==> config.mk <==
export PLATFORM = sky130hd
export DESIGN_NAME = crc8_frame_engine
export DESIGN_NICKNAME = d
export VERILOG_FILES = /design/src/rtl/crc8_pkg.sv /design/src/rtl/crc8_byte_step.sv /design/src/rtl/crc8_accum.sv /design/src/rtl/crc8_result.sv /design/src/rtl/crc8_frame_engine.sv
export SDC_FILE = /design/constraint.sdc
export NUM_CORES = 1
export LEC_CHECK = 0
export BUFFER_PORTS_ARGS = -buffer_cell sky130_fd_sc_hd__buf_2
export CAP_MARGIN = 10
export CORE_UTILIZATION = 40
export CTS_CLUSTER_SIZE = 8
export DETAILED_ROUTE_END_ITERATION = 8
export PLACE_DENSITY = 0.64
export SKIP_LAST_GASP = 1
export SYNTH_ARGS = -nofsm -noshare
export SYNTH_HDL_FRONTEND = slang
export SYNTH_SLANG_ARGS = --single-unit
==> constraint.sdc <==
create_clock -name clk -period 1.75 [get_ports clk]
set_input_delay 0.175 -clock clk [delete_from_list [all_inputs] [get_ports clk]]
set_output_delay 0.175 -clock clk [all_outputs]
set_load 0.05 [all_outputs]
==> src/rtl/crc8_pkg.sv <==
package crc8_pkg;

    localparam int CRC_W  = 8;
    localparam int BYTE_W = 8;

    typedef logic [CRC_W-1:0]  crc_t;
    typedef logic [BYTE_W-1:0] byte_t;

    typedef enum logic {
        MODE_GENERATE = 1'b0,
        MODE_VERIFY   = 1'b1
    } frame_mode_e;

    typedef struct packed {
        crc_t value;
        logic match;
    } frame_result_t;

    // One shift of the remainder register with one incoming data bit.
    function automatic crc_t crc_bit_step(input crc_t rem, input logic din, input crc_t poly);
        crc_t shifted;
        shifted = {rem[CRC_W-2:0], 1'b0};
        return (rem[CRC_W-1] ^ din) ? (shifted ^ poly) : shifted;
    endfunction

endpackage

==> src/rtl/crc8_byte_step.sv <==
module crc8_byte_step
    import crc8_pkg::*;
#(
    parameter crc_t POLY      = 8'h07,
    parameter bit   LSB_FIRST = 1'b1
) (
    input  crc_t  rem_in,
    input  byte_t data_in,
    output crc_t  rem_out
);
    localparam int NBITS = BYTE_W;

    byte_t ordered;

    generate
        if (LSB_FIRST) begin : g_lsb_first
            assign ordered = data_in;
        end else begin : g_msb_first
            for (genvar k = 0; k < NBITS; k++) begin : g_rev
                assign ordered[k] = data_in[NBITS-1-k];
            end
        end
    endgenerate

    // Eight serial bit steps unrolled into one combinational stage.
    always_comb begin
        crc_t acc;
        acc = rem_in;
        for (int i = 0; i < NBITS; i++) begin
            acc = crc_bit_step(acc, ordered[i], POLY);
        end
        rem_out = acc;
    end

endmodule

==> src/rtl/crc8_accum.sv <==
module crc8_accum
    import crc8_pkg::*;
#(
    parameter crc_t POLY = 8'h07,
    parameter crc_t INIT = 8'h00
) (
    input  logic  clk,
    input  logic  rst,
    input  logic  clear,
    input  logic  in_valid,
    input  byte_t in_data,
    input  logic  in_last,
    output crc_t  rem_prior,
    output crc_t  rem_incl
);
    crc_t rem_q;

    // A clear in the same cycle as a byte restarts the frame under that byte.
    assign rem_prior = clear ? INIT : rem_q;

    crc8_byte_step #(
        .POLY      (POLY),
        .LSB_FIRST (1'b1)
    ) u_step (
        .rem_in  (rem_prior),
        .data_in (in_data),
        .rem_out (rem_incl)
    );

    always_ff @(posedge clk) begin
        if (rst) begin
            rem_q <= INIT;
        end else if (in_valid && in_last) begin
            rem_q <= INIT;
        end else if (in_valid) begin
            rem_q <= rem_incl;
        end else if (clear) begin
            rem_q <= INIT;
        end
    end

    // a completed frame leaves the register at its start value
    p_restart_after_last_r5: assert property (@(posedge clk) disable iff (rst)
        $past(in_valid && in_last) |-> (rem_q == INIT));

    // a lone clear empties the register
    p_clear_empties_r6: assert property (@(posedge clk) disable iff (rst)
        $past(clear && !in_valid) |-> (rem_q == INIT));

    // idle cycles leave the register untouched
    p_idle_holds_r7: assert property (@(posedge clk) disable iff (rst)
        $past(!in_valid && !clear) |-> $stable(rem_q));

endmodule

==> src/rtl/crc8_result.sv <==
module crc8_result
    import crc8_pkg::*;
(
    input  logic  clk,
    input  logic  rst,
    input  logic  fire,
    input  logic  verify,
    input  byte_t last_byte,
    input  crc_t  rem_prior,
    input  crc_t  rem_incl,
    output logic  done,
    output crc_t  crc_value,
    output logic  crc_match
);
    frame_mode_e   mode;
    frame_result_t res_d, res_q;
    logic          done_q;

    assign mode = verify ? MODE_VERIFY : MODE_GENERATE;

    always_comb begin
        unique case (mode)
            MODE_VERIFY: begin
                res_d.value = rem_prior;
                res_d.match = (last_byte == rem_prior);
            end
            default: begin
                res_d.value = rem_incl;
                res_d.match = 1'b0;
            end
        endcase
    end

    always_ff @(posedge clk) begin
        if (rst) begin
            res_q  <= '0;
            done_q <= 1'b0;
        end else begin
            done_q <= fire;
            if (fire) begin
                res_q <= res_d;
            end
        end
    end

    assign done      = done_q;
    assign crc_value = res_q.value;
    assign crc_match = res_q.match;

    // done follows a last-byte acceptance by one cycle
    p_done_after_last_r3: assert property (@(posedge clk) disable iff (rst)
        done |-> $past(fire));

    // results hold between done pulses
    p_result_hold_r7: assert property (@(posedge clk) disable iff (rst)
        !done |-> ($stable(crc_value) && $stable(crc_match)));

    // a match can only appear with a completed frame
    p_match_with_done_r4: assert property (@(posedge clk) disable iff (rst)
        $rose(crc_match) |-> done);

endmodule

==> src/rtl/crc8_frame_engine.sv <==
module crc8_frame_engine
    import crc8_pkg::*;
#(
    parameter logic [7:0] POLY = 8'h07,
    parameter logic [7:0] INIT = 8'h00
) (
    input  logic       clk,
    input  logic       rst,
    input  logic       clear,
    input  logic       s_valid,
    output logic       s_ready,
    input  logic [7:0] s_data,
    input  logic       s_last,
    input  logic       s_check,
    output logic       done,
    output logic [7:0] crc_out,
    output logic       crc_ok
);
    crc_t rem_prior;
    crc_t rem_incl;
    logic accept;

    assign s_ready = !rst;
    assign accept  = s_valid && s_ready;

    crc8_accum #(
        .POLY (POLY),
        .INIT (INIT)
    ) u_accum (
        .clk       (clk),
        .rst       (rst),
        .clear     (clear),
        .in_valid  (accept),
        .in_data   (s_data),
        .in_last   (s_last),
        .rem_prior (rem_prior),
        .rem_incl  (rem_incl)
    );

    crc8_result u_result (
        .clk       (clk),
        .rst       (rst),
        .fire      (accept && s_last),
        .verify    (s_check),
        .last_byte (s_data),
        .rem_prior (rem_prior),
        .rem_incl  (rem_incl),
        .done      (done),
        .crc_value (crc_out),
        .crc_match (crc_ok)
    );

    // outputs are cleared one edge into reset
    p_reset_clean_r1: assert property (@(posedge clk)
        $past(rst) |-> (!done && !crc_ok && (crc_out == 8'h00)));

endmodule

; Word level (Yosys, flattened, before mapping)
; Cells that the tools add are included.
[classes]
add_sub_neg = 0
mul = 0
div = 0
order_cmp = 0
eq_ne = 1
shifts = 0
n_mux = 12
bitwise = 16
n_reduce_logical = 4
[ops]
columns = op, count
row1 = $mux W3, 8
row2 = $not A3 Y3, 8
row3 = $mux W8, 2
row4 = $mux W9, 1
row5 = $eq A8 B8 Y1, 1
row6 = $xor A1 B1 Y1, 8
row7 = $logic_and A1 B1 Y1, 2
row8 = $reduce_or A2 Y1, 1
row9 = $logic_not A1 Y1, 1
row10 = $mux W1, 1
[word_totals]
reg_bits = 18
latchBits = 0
ramBits = 0
romBits = 0
inputBits = 14
output_inout_bits = 11
word_cells = 37
mem_count = 0

; Depth between registers and ports, before layout
[depth]
depth_word = 18
depth_mapped = 9
mapped_depth_nobuf = 7

; By module
; From an unflattened synthesis, not the netlist that was laid out.
[hier_totals]
cells_unflattened = 105
hier_area_um2 = 1084.8
[by_module_without_submodules]
columns = module, instances, cells_each, area_each_um2, seq_area_each_um2
row1 = crc8_result, 1, 52, 528.0, 200.2
row2 = crc8_accum, 1, 29, 354.1, 160.2
row3 = crc8_byte_step, 1, 21, 183.9, 0.0
row4 = crc8_frame_engine, 1, 3, 18.8, 0.0

; Least setup slack after synthesis
; Ideal clock, no wire load.
[synth_path]
path_type = reg2reg
startpoint = register u_accum.rem_q[1]
endpoint = register u_accum.rem_q[1]
setup_time_ns = 0.124
t_arrival_ns = 1.740
t_required_ns = 1.626
path_slack_ns = -0.114
path_stages_with_launch = 8
path_buffers = 1
period_less_slack_ns = 1.864
path_cell_list = dfxtp_1 -> buf_4 -> xnor3_1 -> or3_1 -> a22o_4 -> and2_4 -> a32oi_1 -> nor2_1
[synth_via]
elab_chain_cells = 8
[synth_rtl]
columns = item, line
row1 = "start, declared", crc8_accum.sv:16  ; crc_t rem_q;
row2 = "start signal, assigned", crc8_accum.sv:36  ; rem_q <= rem_incl;
row3 = $mux W8 *, -
row4 = $not A3 Y3 (no line), -
row5 = $mux W3, crc8_pkg.sv:23  ; return (rem[CRC_W-1] ^ din) ? (shifted ^ poly) : shifted;
row6 = $xor A1 B1 Y1, crc8_pkg.sv:23
row7 = $mux W3, crc8_pkg.sv:23
row8 = $not A3 Y3 (no line), -
row9 = $mux W3, crc8_pkg.sv:23
row10 = $mux W8 *, crc8_accum.sv:35  ; end else if (in_valid) begin
; Mark *: on every way between the ends. The rest lies on a longest branch, timed or not.
; A chain may end at the register's enable or synchronous reset.

; Worst setup path in the final report
[layout_path]
startpoint = register u_accum.rem_q[0]
endpoint = register u_accum.rem_q[1]
[layout_via]
elab_chain_cells = 8
[layout_rtl]
columns = item, line
row1 = $mux W8 *, -
row2 = $not A3 Y3 (no line), -
row3 = $mux W3 *, crc8_pkg.sv:23
row4 = $not A3 Y3 (no line), -
row5 = $mux W3 *, crc8_pkg.sv:23
row6 = $xor A1 B1 Y1 *, crc8_pkg.sv:23
row7 = $mux W3 *, crc8_pkg.sv:23
row8 = $mux W8 *, crc8_accum.sv:35
; Marked as above.

==> impl_metrics.csv <==
group,metric,value,unit
sta,min_period,1.812,ns
synthesis,ys_ff_latch,18,
finish,layout.cells.non_filler,237,
clock_network,h-tree-depth,1,
synthesis,syn_area,1353,µm²
finish,nets,208,
hold_path,hold_class,"input port to flip-flop",
sta,finalClockSkew,0.001428,ns
pwr,clockPowerShare,0.231,
clock_network,clk_latency,0.29,ns
floorplanning,rows,20,
clock_network,numClockSinks,18,
worst_setup_path,cp_data_required_time,1.94,ns
floorplanning,io_pins,25,
sta,finalSetupViolCount,3,
place,numPortBuffers,24,
pwr,peakVddDrop,0.4803,mV
place,gp_congestion,0.8289,
synthesis,synth_top_area_share,0.2664,
floorplanning,coreArea,3128,µm²
global_route,grt.total_usage,0.1980,
routing,drt_first_pass_iters,4,
routing,drtAntennaViolNets,0,
job,drv_cap,0,
clock_network,postCtsSetupRepairBufs,0,
finish,num_antenna_cells,0,
sta,slew-limit-headroom,0.7201,
worst_setup_path,crit_type,"flip-flop to flip-flop",
run_status,outcome,"finished with violations",
worst_setup_path,critical_path_arrival,2.00,ns
pwr,power.density,702.5,nW/µm²
worst_setup_path,cp-end-kind,"flip-flop",
routing,drt-total-wl,3179,µm
finish,synthToLayoutAreaGrowth,17.21,%
clock_network,clockBufferDepth,2,
global_route,grt_pass1_vias,1231,
sta,maxSlewViolCount,0,
synthesis,synth_cell_types,41,
routing,post-route-drc-count,0,
sta,hold_viol_final,0,
clock_network,cts_tree,"done",
pwr,switching_power,0.0003751,W
global_route,antenna_found_initial,0,
sta,fin_crit_sh,1.036,
routing,num_vias,1275,
sta,rsz0062_at_grt,"yes",
pwr,swShare,0.3368,
floorplanning,die-area,3618,µm²
synthesis,synth.area.top_cells,"dfxtp_1 (27%), xnor2_1 (16%), nor2_1 (6.1%), nand2_1 (5.0%), xnor3_1 (5.0%)",
sta,setup_ws,-0.06237,ns
global_route,grt_overflow_total,0,
sta,tightest_slew,0.4190,ns
pwr,p_leak,0.6451,nW
synthesis,syn_nets,180,
clock_network,root_buffer,"clkbuf_4",
run_status,violations,"negative setup slack",
floorplanning,die_w,60.15,µm
synthesis,postSynthAreaPerCell,8.148,µm²
synthesis,synth-async-reset-ratio,0,
floorplanning,start_util,0.4324,
sta,clock.fmax,551.8,MHz
sta,hold_ws,0.1504,ns
synthesis,yosys_warnings,0,
synthesis,synth_ff_type,"dfxtp_1",
place,dp_hpwl,2509,µm
worst_setup_path,critical_path_peak_fanout,4,
clock_network,cts_buffers,3,
synthesis,synth_area_leader_cell,"dfxtp_1",
clock_network,path_clk_slew,0.11,ns
routing,wire_per_inst,13.41,µm
pwr,intPower,0.0007386,W
global_route,grt_pass1_wl,5430,µm
pwr,p_comb_frac,0.366,
routing,drt_iter0_drc,30,
synthesis,ys_seq_area_frac,0.2664,
synthesis,netlist_instances,166,
global_route,grt_max_degree,21,
finish,layout-drive-gt1-share,0.2228,
place,place_inst,233,
worst_setup_path,worstSetupStartpointType,"flip-flop",
synthesis,synth_edf_count,0,
floorplanning,die_h,60.15,µm
clock_network,cts_hold_buffers,0,
clock_network,cts_resized,0,
pwr,p_seq_frac,0.402,
routing,routed_via_density,5.380,
-- cell usage after synthesis (4+ instances only) --
library cell	count
inv_1	5
nor2_1	22
a22oi_1	4
dfxtp_1	18
a22o_1	5
nor2b_1	7
xnor2_1	25
nand2_1	18
clkbuf_1	6
o21ai_0	7
-- final timing paths --
kind                                         start                  to  slack [ns]  cells past startpoint
worst max-delay path              u_accum.rem_q[0]    u_accum.rem_q[1]       -0.06                      6
worst min-delay path                           rst    u_accum.rem_q[5]        0.15                      2
worst max register to register    u_accum.rem_q[0]    u_accum.rem_q[1]       -0.06                      6
worst min register to register  u_result.crc_match  u_result.crc_match        0.46                      2
-- per-layer routing --
metal  wire length (µm)  vias to the layer above  GRT usage  part of all wire
met5                  0                        -          0                 0
li1                   -                      639          -                 -
met2               1488                       48     0.3140              0.47
met1               1430                      584     0.2727              0.45
met3                200                        4    0.03247             0.063
met4                 59                        0    0.05980             0.019
-- sequential cells by signal, indices dropped and copies added (netlist names) --
| register | count |
|---|---|
| u_accum.rem_q | 8 |
| u_result.crc_match | 1 |
| u_result.crc_value | 8 |
| u_result.done | 1 |
-- cell usage in the layout (no fill, tap or decap), types with 2 or more instances in the layout --
cell	count
nor3_1	3
nand2_1	18
a22oi_1	4
nor4bb_1	3
xnor3_1	3
nor2_1	22
buf_4	9
buf_2	24
a32oi_1	2
o21ai_0	6
a31oi_1	3
o32ai_1	2
clkbuf_4	3
xnor2_1	25
nor4_1	2
inv_1	5
nand3_1	3
nand4_1	2
mux2i_1	2
nor2b_1	7
o21ai_1	4
dfxtp_1	17
a22o_1	5
-- critical path, stage by stage, from the launching register on --
cell and delay [ns]:
dfxtp_2 0.34, xnor3_1 0.39, or3_4 0.35, a22o_4 0.27, and2_4 0.16, a32oi_1 0.15, nor2_1 0.05
-- power groups by stage --
| stage | clock (W) | sequential, W | combinational [W] |
|---|---|---|---|
| finish | 0.000258 | 0.000448 | 0.000408 |
| detailed placement | 0 | 0.000458 | 0.000405 |
| CTS | 0.000266 | 0.000448 | 0.000407 |
| global route | 0.000282 | 0.000452 | 0.000446 |
| global placement | 0 | 0.000457 | 0.000397 |
| floorplan | 0 | 0.000494 | 0.000273 |
-- cells by family after synthesis --
kind of cell | Yosys count | synth area share
flops | 18 | 0.2664
xor+xnor | 30 | 0.2359
compound gates | 33 | 0.1785
mux | 3 | 0.02313
buf+inv | 16 | 0.05550
simple gates | 66 | 0.2405
-- layout make-up --
class,instances,area [µm²]
timing repair buffer,33,187.7
inverter,6,22.52
tap,44,55.05
sequential,18,361.6
multi-input combinational,132,922.1
fill,308,1543
clock buffer,4,36.28
-- per-stage QoR --
| stage | setup WS (ns) | instance area [µm²] | total power (W) | TNS (ns) | util |
|---|---|---|---|---|---|
| after floorplan | -0.03735 | 1363 | 0.0007676 | -0.04431 | - |
| after global placement | -0.01765 | 1549 | 0.0008542 | -0.01765 | 0.4952 |
| after detailed placement | -0.04473 | 1549 | 0.0008629 | -0.08986 | 0.4952 |
| after CTS | -0.05227 | 1585 | 0.001122 | -0.1123 | 0.5068 |
| after global routing | -0.1247 | 1585 | 0.001179 | -0.3733 | 0.5068 |
| final | -0.06237 | 1585 | 0.001114 | -0.1288 | 0.5068 |
Note: power is estimated with default switching activity, not from simulation.
